**config.mk**
```make
export PLATFORM = sky130hd
export DESIGN_NAME = lsu_lane_align
export DESIGN_NICKNAME = d
export VERILOG_FILES = /design/src/rtl/lsu_align_pkg.sv /design/src/rtl/lsu_agen.sv /design/src/rtl/lsu_store_steer.sv /design/src/rtl/lsu_load_extract.sv /design/src/rtl/lsu_lane_align.sv
export SDC_FILE = /design/constraint.sdc
export NUM_CORES = 1
export LEC_CHECK = 0
export BUFFER_PORTS_ARGS = -buffer_cell sky130_fd_sc_hd__buf_2
export CAP_MARGIN = 40
export CORE_MARGIN = 2
export CORE_UTILIZATION = 40
export DETAILED_ROUTE_END_ITERATION = 10
export GPL_ROUTABILITY_DRIVEN = 0
export PLACE_DENSITY = 0.85
export RECOVER_POWER = 50
export SLEW_MARGIN = 20
export SYNTH_ARGS = -nofsm -noshare
export SYNTH_HDL_FRONTEND = slang
export SYNTH_HIERARCHICAL = 1
export SYNTH_SLANG_ARGS = --single-unit
```
**constraint.sdc**
```tcl
create_clock -name clk -period 6.6 [get_ports clk]
set_input_delay 0 -clock clk [delete_from_list [all_inputs] [get_ports clk]]
set_output_delay 0 -clock clk [all_outputs]
set_load 0.05 [all_outputs]
```
**src/rtl/lsu_align_pkg.sv**
```systemverilog
package lsu_align_pkg;

   typedef enum logic [1:0] {
      SZ_BYTE = 2'b00,
      SZ_HALF = 2'b01,
      SZ_WORD = 2'b10,
      SZ_WIDE = 2'b11
   } acc_size_e;

   typedef struct packed {
      acc_size_e size;
      logic      zext;
   } acc_kind_t;

   function automatic acc_kind_t decode_kind(input logic [2:0] f3);
      acc_kind_t k;
      k.zext = f3[2];
      k.size = (f3[1:0] == 2'b11) ? SZ_WORD : acc_size_e'(f3[1:0]);
      return k;
   endfunction

endpackage

```
**src/rtl/lsu_agen.sv**
```systemverilog
module lsu_agen #(
   parameter int ADDR_W = 32
) (
   input  logic [31:0]       insn,
   input  logic              is_store,
   input  logic [ADDR_W-1:0] base,
   output logic [ADDR_W-1:0] ea
);
   localparam int IMM_W = 12;

   logic [IMM_W-1:0]  imm;
   logic [ADDR_W-1:0] imm_sx;
   logic              unused_fields;

   generate
      if (ADDR_W <= IMM_W) begin : g_bad_width
         $error("lsu_agen: ADDR_W must exceed the offset width");
      end
   endgenerate

   assign imm    = is_store ? {insn[31:25], insn[11:7]} : insn[31:20];
   assign imm_sx = {{(ADDR_W-IMM_W){imm[IMM_W-1]}}, imm};
   assign ea     = base + imm_sx;

   assign unused_fields = ^{insn[19:12], insn[6:0]};
endmodule

```
**src/rtl/lsu_store_steer.sv**
```systemverilog
module lsu_store_steer
   import lsu_align_pkg::*;
#(
   parameter int DATA_W = 32
) (
   input  acc_size_e           size,
   input  logic [$clog2(DATA_W/8)-1:0] off,
   input  logic [31:0]         src,
   output logic [DATA_W/8-1:0] be,
   output logic [DATA_W-1:0]   wdata,
   output logic                bad_align
);
   localparam int LANES = DATA_W / 8;

   logic [DATA_W-1:0] rep_b, rep_h, rep_w;

   generate
      if (DATA_W % 32 != 0) begin : g_bad_width
         $error("lsu_store_steer: DATA_W must be a multiple of 32");
      end
      for (genvar g = 0; g < LANES; g++) begin : g_rep_b
         assign rep_b[g*8 +: 8] = src[7:0];
      end
      for (genvar g = 0; g < LANES/2; g++) begin : g_rep_h
         assign rep_h[g*16 +: 16] = src[15:0];
      end
      for (genvar g = 0; g < LANES/4; g++) begin : g_rep_w
         assign rep_w[g*32 +: 32] = src;
      end
   endgenerate

   always_comb begin
      unique case (size)
         SZ_BYTE: begin
            be        = LANES'(1) << off;
            wdata     = rep_b;
            bad_align = 1'b0;
         end
         SZ_HALF: begin
            be        = LANES'(3) << off;
            wdata     = rep_h;
            bad_align = off[0];
         end
         default: begin
            be        = LANES'(15) << off;
            wdata     = rep_w;
            bad_align = |off[1:0];
         end
      endcase
   end
endmodule

```
**src/rtl/lsu_load_extract.sv**
```systemverilog
module lsu_load_extract
   import lsu_align_pkg::*;
#(
   parameter int DATA_W = 32
) (
   input  logic [DATA_W-1:0]           rdata,
   input  logic [$clog2(DATA_W/8)-1:0] off,
   input  acc_size_e                   size,
   input  logic                        zext,
   output logic [31:0]                 result
);
   localparam int OFF_W = $clog2(DATA_W/8);

   logic [DATA_W-1:0] sh;
   logic [7:0]        b;
   logic [15:0]       h;

   assign sh = rdata >> {off, 3'b000};
   assign b  = sh[7:0];
   assign h  = sh[15:0];

   generate
      if (OFF_W < 2) begin : g_bad_lanes
         $error("lsu_load_extract: at least four lanes are needed");
      end
   endgenerate

   always_comb begin
      unique case (size)
         SZ_BYTE: result = zext ? {24'h0, b} : {{24{b[7]}}, b};
         SZ_HALF: result = zext ? {16'h0, h} : {{16{h[15]}}, h};
         default: result = sh[31:0];
      endcase
   end
endmodule

```
**src/rtl/lsu_lane_align.sv**
```systemverilog
module lsu_lane_align
   import lsu_align_pkg::*;
#(
   parameter int ADDR_W = 32,
   parameter int DATA_W = 32
) (
   input  logic                clk,
   input  logic                rst_n,
   input  logic                req_valid,
   input  logic                req_store,
   input  logic [31:0]         insn,
   input  logic [ADDR_W-1:0]   base,
   input  logic [31:0]         src_data,
   output logic                req_taken,
   output logic                misalign,
   output logic                mem_req,
   input  logic                mem_ready,
   output logic                mem_we,
   output logic [ADDR_W-1:0]   mem_addr,
   output logic [DATA_W/8-1:0] mem_be,
   output logic [DATA_W-1:0]   mem_wdata,
   input  logic [DATA_W-1:0]   mem_rdata,
   output logic                ld_valid,
   output logic [31:0]         ld_data,
   output logic                busy
);
   localparam int LANES = DATA_W / 8;
   localparam int OFF_W = $clog2(LANES);

   acc_kind_t        kind, kind_q;
   logic [ADDR_W-1:0] ea;
   logic [OFF_W-1:0]  off, off_q;
   logic              bad_align;
   logic              pend_q;

   assign kind = decode_kind(insn[14:12]);

   lsu_agen #(.ADDR_W(ADDR_W)) u_agen (
      .insn     (insn),
      .is_store (req_store),
      .base     (base),
      .ea       (ea)
   );

   assign off = ea[OFF_W-1:0];

   lsu_store_steer #(.DATA_W(DATA_W)) u_steer (
      .size      (kind.size),
      .off       (off),
      .src       (src_data),
      .be        (mem_be),
      .wdata     (mem_wdata),
      .bad_align (bad_align)
   );

   assign misalign  = req_valid & bad_align;
   assign mem_req   = req_valid & ~bad_align & ~pend_q;
   assign req_taken = mem_req & mem_ready;
   assign mem_we    = req_store;
   assign mem_addr  = {ea[ADDR_W-1:OFF_W], {OFF_W{1'b0}}};

   always_ff @(posedge clk or negedge rst_n) begin
      if (!rst_n) begin
         pend_q <= 1'b0;
         kind_q <= '{size: SZ_BYTE, zext: 1'b0};
         off_q  <= '0;
      end else begin
         pend_q <= req_taken & ~req_store;
         if (req_taken && !req_store) begin
            kind_q <= kind;
            off_q  <= off;
         end
      end
   end

   lsu_load_extract #(.DATA_W(DATA_W)) u_extract (
      .rdata  (mem_rdata),
      .off    (off_q),
      .size   (kind_q.size),
      .zext   (kind_q.zext),
      .result (ld_data)
   );

   assign ld_valid = pend_q;
   assign busy     = pend_q;

   AST_MISALIGN_NO_REQ: assert property (@(posedge clk) disable iff (!rst_n)
      misalign |-> !mem_req);
   AST_BUSY_NO_REQ: assert property (@(posedge clk) disable iff (!rst_n)
      busy |-> !mem_req);
   AST_LOAD_RESPONDS: assert property (@(posedge clk) disable iff (!rst_n)
      (req_taken && !req_store) |=> ld_valid);
   AST_NO_SPURIOUS_RESP: assert property (@(posedge clk) disable iff (!rst_n)
      ld_valid |-> $past(req_taken && !req_store));
   AST_STORE_NO_BUSY: assert property (@(posedge clk) disable iff (!rst_n)
      (req_taken && req_store) |=> !busy);
   AST_STALL_NO_RESP: assert property (@(posedge clk) disable iff (!rst_n)
      (mem_req && !mem_ready) |=> !ld_valid);
   AST_BYTE_ONE_LANE: assert property (@(posedge clk) disable iff (!rst_n)
      (mem_req && kind.size == SZ_BYTE) |-> $countones(mem_be) == 1);
   AST_WORD_FOUR_LANES: assert property (@(posedge clk) disable iff (!rst_n)
      (mem_req && kind.size == SZ_WORD) |-> $countones(mem_be) == 4);
endmodule

```
==> results.md, run 1 <==
* Outcome: finished, violations left
* Failing checks: capacitance limit, slew limit
* #FFs+latches synth at 6
* Antenna violations before repair at 4
* Worst Path Arrival at about 3500 ps
* FMAX at around 0.29 GHz
* Max Cap Viol at 1
* Register share of total power at under 10%
* Share of post-route cells with drive strength above 1 at approximately 37%
* Clk sinks at 6
* Power, Total at 1.49 mW
* Relative slew slack at -12.3%
* Initial DRC count at 159
* DR vias/cell at around 5.8
* ANT nets after route at 0
* Via Count at approximately 4300
* Area delta synth->final at 28.0%
* Setup violators final at 0
* Sw Ratio at 69.7%
* Ys async rst share at 100%
* Worst hold slack at 18.8 ps
* Cell row count at 33
* CP startpoint kind: flop
* Fin crit period at 3500 ps
* Hold WC Path Type: in2reg
* GRT Overall Usage at around a quarter
* Post-Route WL at 12.6 mm
* CTS tree: done
* Die H at roughly 97 µm
* Worst Clk Skew at 0.136 ps
* Seq/Total Area, Yosys at 4.38%
* H-tree levels at 1
* Initial core utilization at 41.5%
* Tcrit/Tclk final at 53.0%
* Yosys Warn Count at 6
* CTS Root Cell: clkbuf_8
* # resized after CTS at 0
* Total CTS buffers at 3
* PD cells at roughly 340 nW/µm²
* Largest net degree at the start of global routing at 38
* Nature of the critical path endpoint: output pin
* Top-Level Pins at 239
* Avg Cell Area, Syn at roughly 8 µm²
* Horiz. Die Dim at 96.6 µm
* Placed cell count at 736
* RR Endpoint: off_q[0]
* Final net count at 802
* Clk Latency, worst-skew pair at between 200 and 250 ps
* RSZ-0062 raised after global routing: false
* Pre-Repair DR Iteration Count at 5
* Vias in the first global route at 4054
* Leak at 2.10 nW
* Fin cells at 742
* First-pass GRT wire length at 20.1 mm
* Main synth FF type: dfrtp_1
* Wire per inst at 16.9 µm
* DP Wirelength at 10.5 mm
* Mapped cell area at 3430 µm²
* Crit Path Class: reg2out
* Distinct cells, synth at between 70 and 80
* Final max-slew violation count at 38
* Post-CTS setup buffers at 0
* CP Max Fanout at 37
* Final setup TNS at 0 ps
* VDD IR max at 0.000143 V
* CP required at approximately 6600 ps
* Post-synth EDFFs at 0
* Die area at between 9000 and 10000 µm²
* Clk buf depth at 2
* IO buf count at 224
* Comb power frac at 91.9%
* RR Startpoint: off_q[0]
* Worst slew pin tran at 1690 ps
* Crit path capture: ld_data[21]
* Pint at 451 µW
* Mapped Cells at 440
* Filler instances at just over 800
* P_sw at 1.04 mW
* DRC Markers at 0
* Final Hold Vio Count at 0
* Worst setup startpoint: off_q[0]
* Clock Pin Slew Worst Setup and Hold Paths at 30 ps
* Placeable Area at between 8000 and 9000 µm²
* Hold_buf cts at 1
* Worst Reg-to-Reg Cells at 2
* Grt ovf at 0
* FF-to-FF setup slack at approximately 4600 ps
* Clock power frac at under 10%
-- worst min path at each step --
stage                           end      from  cells after the start
final                     kind_q[0]  insn[14]                      2
after global routing      kind_q[0]  insn[14]                      2
after CTS                 kind_q[0]  insn[14]                      2
after detailed placement   off_q[1]     rst_n                      1
after global placement     off_q[1]     rst_n                      1
after floorplan                busy     rst_n                      0
-- flip-flops by register name, summed over array words and instances (netlist names) --
register,cells
kind_q,3
off_q,2
busy,1
-- power by group through the flow --
| stage | Sequential [mW] | Clock (mW) | Combinational [mW] |
|---|---|---|---|
| finish | 0.0663 | 0.0536 | 1.37 |
| floorplan | 0.0564 | 0 | 1.12 |
| global route | 0.0685 | 0.0588 | 1.43 |
| detailed placement | 0.0660 | 0 | 1.37 |
| CTS | 0.0657 | 0.0557 | 1.38 |
| global placement | 0.0787 | 0 | 1.32 |
-- metal layers --
layer,GRT usage (%),wire (µm),vias up
met5,0,23,-
met4,5.09,193,4
met3,6.00,1130,23
met2,44.2,6110,219
met1,31.8,5110,1985
li1,-,-,2040
-- kinds of logic (layout without fill, tap and decap cells) --
logic type | after synthesis | in the layout | synth area share, %
XOR/XNOR | 29 | 29 | 7.40
other | 1 | 4 | 0.109
flip-flops | 6 | 6 | 4.38
adder cells (fa/ha/maj) | 32 | 32 | 11.9
buffers and inverters | 47 | 241 | 9.37
AND/OR/NAND/NOR | 111 | 111 | 17.8
multiplexers | 54 | 54 | 17.6
AO/OA/AOI/OAI | 160 | 160 | 31.5
-- critical path: stages, from the launching register on --
cell	delay [ps]
dfrtp_1	350
clkbuf_1	1220
nand2_1	150
o221ai_1	1000
o22ai_1	260
buf_2	290
-- Yosys cell counts (all sizes together), types with 3 or more instances --
library cell | number | area share (%)
dfrtp | 6 | 4.4
nand3 | 8 | 1.2
or2 | 10 | 1.8
buf | 28 | 6.8
inv | 10 | 1.1
xnor2 | 16 | 4.1
nor2 | 21 | 3.1
clkbuf | 8 | 1.2
o2bb2ai | 9 | 2.3
nand2 | 30 | 3.3
o21bai | 5 | 1.1
a21boi | 4 | 0.88
nor2b | 12 | 2.4
o21a | 4 | 0.88
o21ai | 28 | 4.1
mux2i | 25 | 7.3
nand4 | 5 | 0.91
a211o | 3 | 0.80
xor2 | 13 | 3.3
a21oi | 56 | 8.5
ha | 31 | 11
nand2b | 4 | 0.73
a211oi | 12 | 2.8
o211ai | 4 | 0.88
mux2 | 29 | 10
a21o | 10 | 2.2
o31ai | 3 | 0.66
o22ai | 9 | 1.8
nor3 | 9 | 1.5
-- layout by cell type, fill, tap and decap left out, types with 2 or more instances in the layout --
cell type | netlist | routed
nand4_1 | 5 | 5
o2bb2ai_1 | 9 | 9
xnor2_1 | 16 | 16
o211ai_1 | 4 | 4
o31ai_1 | 3 | 3
mux2i_1 | 25 | 25
buf_2 | 3 | 176
clkbuf_8 | 1 | 3
inv_1 | 10 | 10
a21boi_0 | 3 | 3
o21a_1 | 4 | 4
o21ai_0 | 16 | 16
a21oi_1 | 55 | 55
o21bai_1 | 5 | 5
xor2_1 | 13 | 13
nor2b_1 | 11 | 12
nand2b_1 | 4 | 4
nand2_1 | 30 | 30
dfrtp_1 | 6 | 6
or2b_1 | 2 | 2
o21ai_1 | 12 | 12
conb_1 | 1 | 2
mux2_4 | 7 | 7
nor2_1 | 18 | 19
ha_1 | 31 | 31
a211oi_1 | 11 | 11
or2_2 | 10 | 10
nor3_1 | 8 | 8
a211o_1 | 2 | 2
clkbuf_1 | 6 | 50
mux2_2 | 22 | 22
nand3_1 | 8 | 8
o221ai_1 | 1 | 2
diode_2 | 0 | 2
o22ai_1 | 8 | 8
a21o_1 | 10 | 10
-- through the flow --
stage	area (µm²)	util, %	setup WS (ps)
6_report	4390	53.2	3100
5_1_grt	4390	53.1	2880
4_1_cts	4500	54.5	3560
3_5_place_dp	4450	53.8	3570
3_3_place_gp	4420	53.5	3590
2_1_floorplan	3430	-	3310
-- final cells by class --
| class | instances | area, µm² | area share, % |
|---|---|---|---|
| repair buffers | 228 | 1110 | 25.2 |
| inverters | 10 | 37.5 | 0.854 |
| flip-flops and latches | 6 | 150 | 3.42 |
| diodes | 2 | 5.00 | 0.114 |
| well taps | 105 | 131 | 2.99 |
| multi-input cells | 388 | 2920 | 66.5 |
| clock buffers | 3 | 41.3 | 0.940 |
(Power assumes the default switching activity.)
==> run 2, diff against run 1 <==
--- a/config.mk
+++ b/config.mk
@@ -8,10 +8,10 @@
 export BUFFER_PORTS_ARGS = -buffer_cell sky130_fd_sc_hd__buf_2
 export CAP_MARGIN = 40
 export CORE_MARGIN = 2
-export CORE_UTILIZATION = 40
+export CORE_UTILIZATION = 39
 export DETAILED_ROUTE_END_ITERATION = 10
 export GPL_ROUTABILITY_DRIVEN = 0
-export PLACE_DENSITY = 0.85
+export PLACE_DENSITY = 0.87
 export RECOVER_POWER = 50
 export SLEW_MARGIN = 20
 export SYNTH_ARGS = -nofsm -noshare
==> constraint.sdc (replaced) <==
create_clock -name clk -period 3.2 [get_ports clk]
set_input_delay 0 -clock clk [delete_from_list [all_inputs] [get_ports clk]]
set_output_delay 0 -clock clk [all_outputs]
set_load 0.05 [all_outputs]
==> run 2 against run 1 <==
Against the previous run:
- the run now ends clean
- setup slack worse by 2900 ps
- global-route usage down 1.9 points
- register-to-register slack worse by 3100 ps
- routed wire length down 5.7%
- critical path type is now in2out
==> results.md, run 2 (synthesis gave the netlist of run 1 again) <==
* Worst stage delay on the critical path at around 430 ps
* RSZ-0062 raised after global routing: false
* Antenna violations before repair at 0
* First-pass GRT wire length at 18.8 mm
* Final core occ at approximately half
* DP Wirelength at roughly 10 mm
* ANT nets after route at 0
* CP startpoint kind: input port
* Initial DRC count at about 170
* Leak at 2.12 nW
* CP Max Fanout at 4
* Placeable Area at 8640 µm²
* Final setup TNS at 0 ps
* Post-route setup slack at 230 ps
* FMAX at 0.337 GHz
* Max Cap Viol at 0
* Post-Route WL at 11.9 mm
* RR Startpoint: off_q[1]
* Vias in the first global route at roughly 3900
* Tcrit/Tclk final at 92.8%
* Slowest stage cell on the critical path: fa_1
* DR vias/cell at 5.55
* Cell row count at 34
* Largest net degree at the start of global routing at 31
* Power, Total at 3.03 mW
* Initial core utilization at 39.7%
* Total CTS buffers at 3
* Crit Path Class: in2out
* Pre-CTS WS at roughly 230 ps
* Grt ovf at 0
* Clk sinks at 6
* Die H at 97.8 µm
* Critical-path cell list: buf_2 > mux2_2 > ha_1 > fa_1 > a21o_1 > a221o_2 > a21oi_4 > nor4_2 > nor3_2 > a21oi_1 > o311ai_2 > buf_2
* Die area at 9560 µm²
* CTS tree: done
* Final max-slew violation count at 0
* FF-to-FF setup slack at 1530 ps
* Wire per inst at 15.9 µm
* CTS Root Cell: clkbuf_8
* CP dominant cell by count: buf_2
* Final net count at between 800 and 900
* Most common cell after layout, fill and taps aside: buf_2
* Final Hold Vio Count at 0
* Relative slew slack at about 14%
* PD cells at 684 nW/µm²
* VDD IR max at 0.000423 V
* Bufs and invs on worst path at 2
* Number of flip-flops in the largest register at 3
* Via Count at 4142
* IO buf count at around 220
* Area delta synth->final at 29.0%
* Worst min-delay path startpoint: insn[14]
* Nature of the critical path endpoint: output pin
* Horiz. Die Dim at approximately 98 µm
* Top-Level Pins at roughly 240
* Share of post-route cells with drive strength above 1 at between 30% and 40%
* Worst hold slack at 17.2 ps
* Most frequent cells in the layout: buf_2, a21oi_1, clkbuf_1, ha_1, nand2_1
* Worst slew pin tran at 1290 ps
* GRT Overall Usage at a little under a quarter
* Fin crit period at 2970 ps
* Setup violators final at 0
* Clk Latency, worst-skew pair at approximately 220 ps
* Largest Register: kind_q
* Hold WC Path Type: in2reg
* Clk buf depth at 2
* Pre-Repair DR Iteration Count at 5
* Worst Path Arrival at around 3000 ps
* Clock Pin Slew Worst Setup and Hold Paths at around 40 ps
* DRC Markers at 0
* H-tree levels at 1
* CP required at 3200 ps
* CP delay by family, top: compound AO/OA/AOI/OAI gates
* Worst setup startpoint: req_store
* Outcome: finished clean
* Worst Clk Skew at around 2 ps
run 2: changes by cell type in the layout (fill, tap and decap cells not counted), sizes merged:
cell   before  now
buf       177  179
diode       2    1
run 2: cell type report:
cell class,instances,area [µm²]
multi-input cells,388,2950
well taps,108,135
flip-flops and latches,6,150
inverters,10,37.5
repair buffers,230,1100
fillers,904,4210
clock buffers,3,41.3
diodes,1,2.50
run 2: power by group:
group	total [mW]	internal, mW	switching (mW)
logic	2.77	0.732	2.03
clock network	0.115	0.0809	0.0338
registers	0.147	0.0974	0.0493
run 2: final timing paths:
| check | to | cells past startpoint |
|---|---|---|
| setup / recovery | mem_addr[30] | 12 |
| hold / removal | kind_q[0] | 2 |
| setup reg to reg | off_q[1] | 2 |
| hold reg to reg | kind_q[0] | 1 |
| max in group asynchronous | kind_q[1] | 2 |
| min in group asynchronous | off_q[1] | 2 |
run 2: what timing repair did:
action,in CTS,in global routing
gates resized for setup,0,0
hold endpoints to repair,6,0
hold buffers,1,0
setup buffers,0,0
run 2: metal layers:
layer  vias to the layer above  global-route usage, %  part of all wire (%)
met5                         -                      0                     0
met4                         0                   4.70                   1.2
met3                        18                   2.72                   7.5
met2                       201                   45.1                    52
met1                      1881                   27.8                    40
li1                       2042                      -                     -
run 2: per-stage QoR:
| stage | area [µm²] | cells |
|---|---|---|
| 2_1_floorplan | 3440 | 441 |
| 3_3_place_gp | 4450 | 741 |
| 3_5_place_dp | 4450 | 741 |
| 4_1_cts | 4510 | 745 |
| 5_1_grt | 4420 | 745 |
| 6_report | 4430 | 746 |
run 2: worst register-to-register path, delay by kind of cell, from the launching register on:
family | cells | cell delay [ps]
buffers and inverters | 1 | 870
flip-flops | 1 | 450
multiplexers | 1 | 290
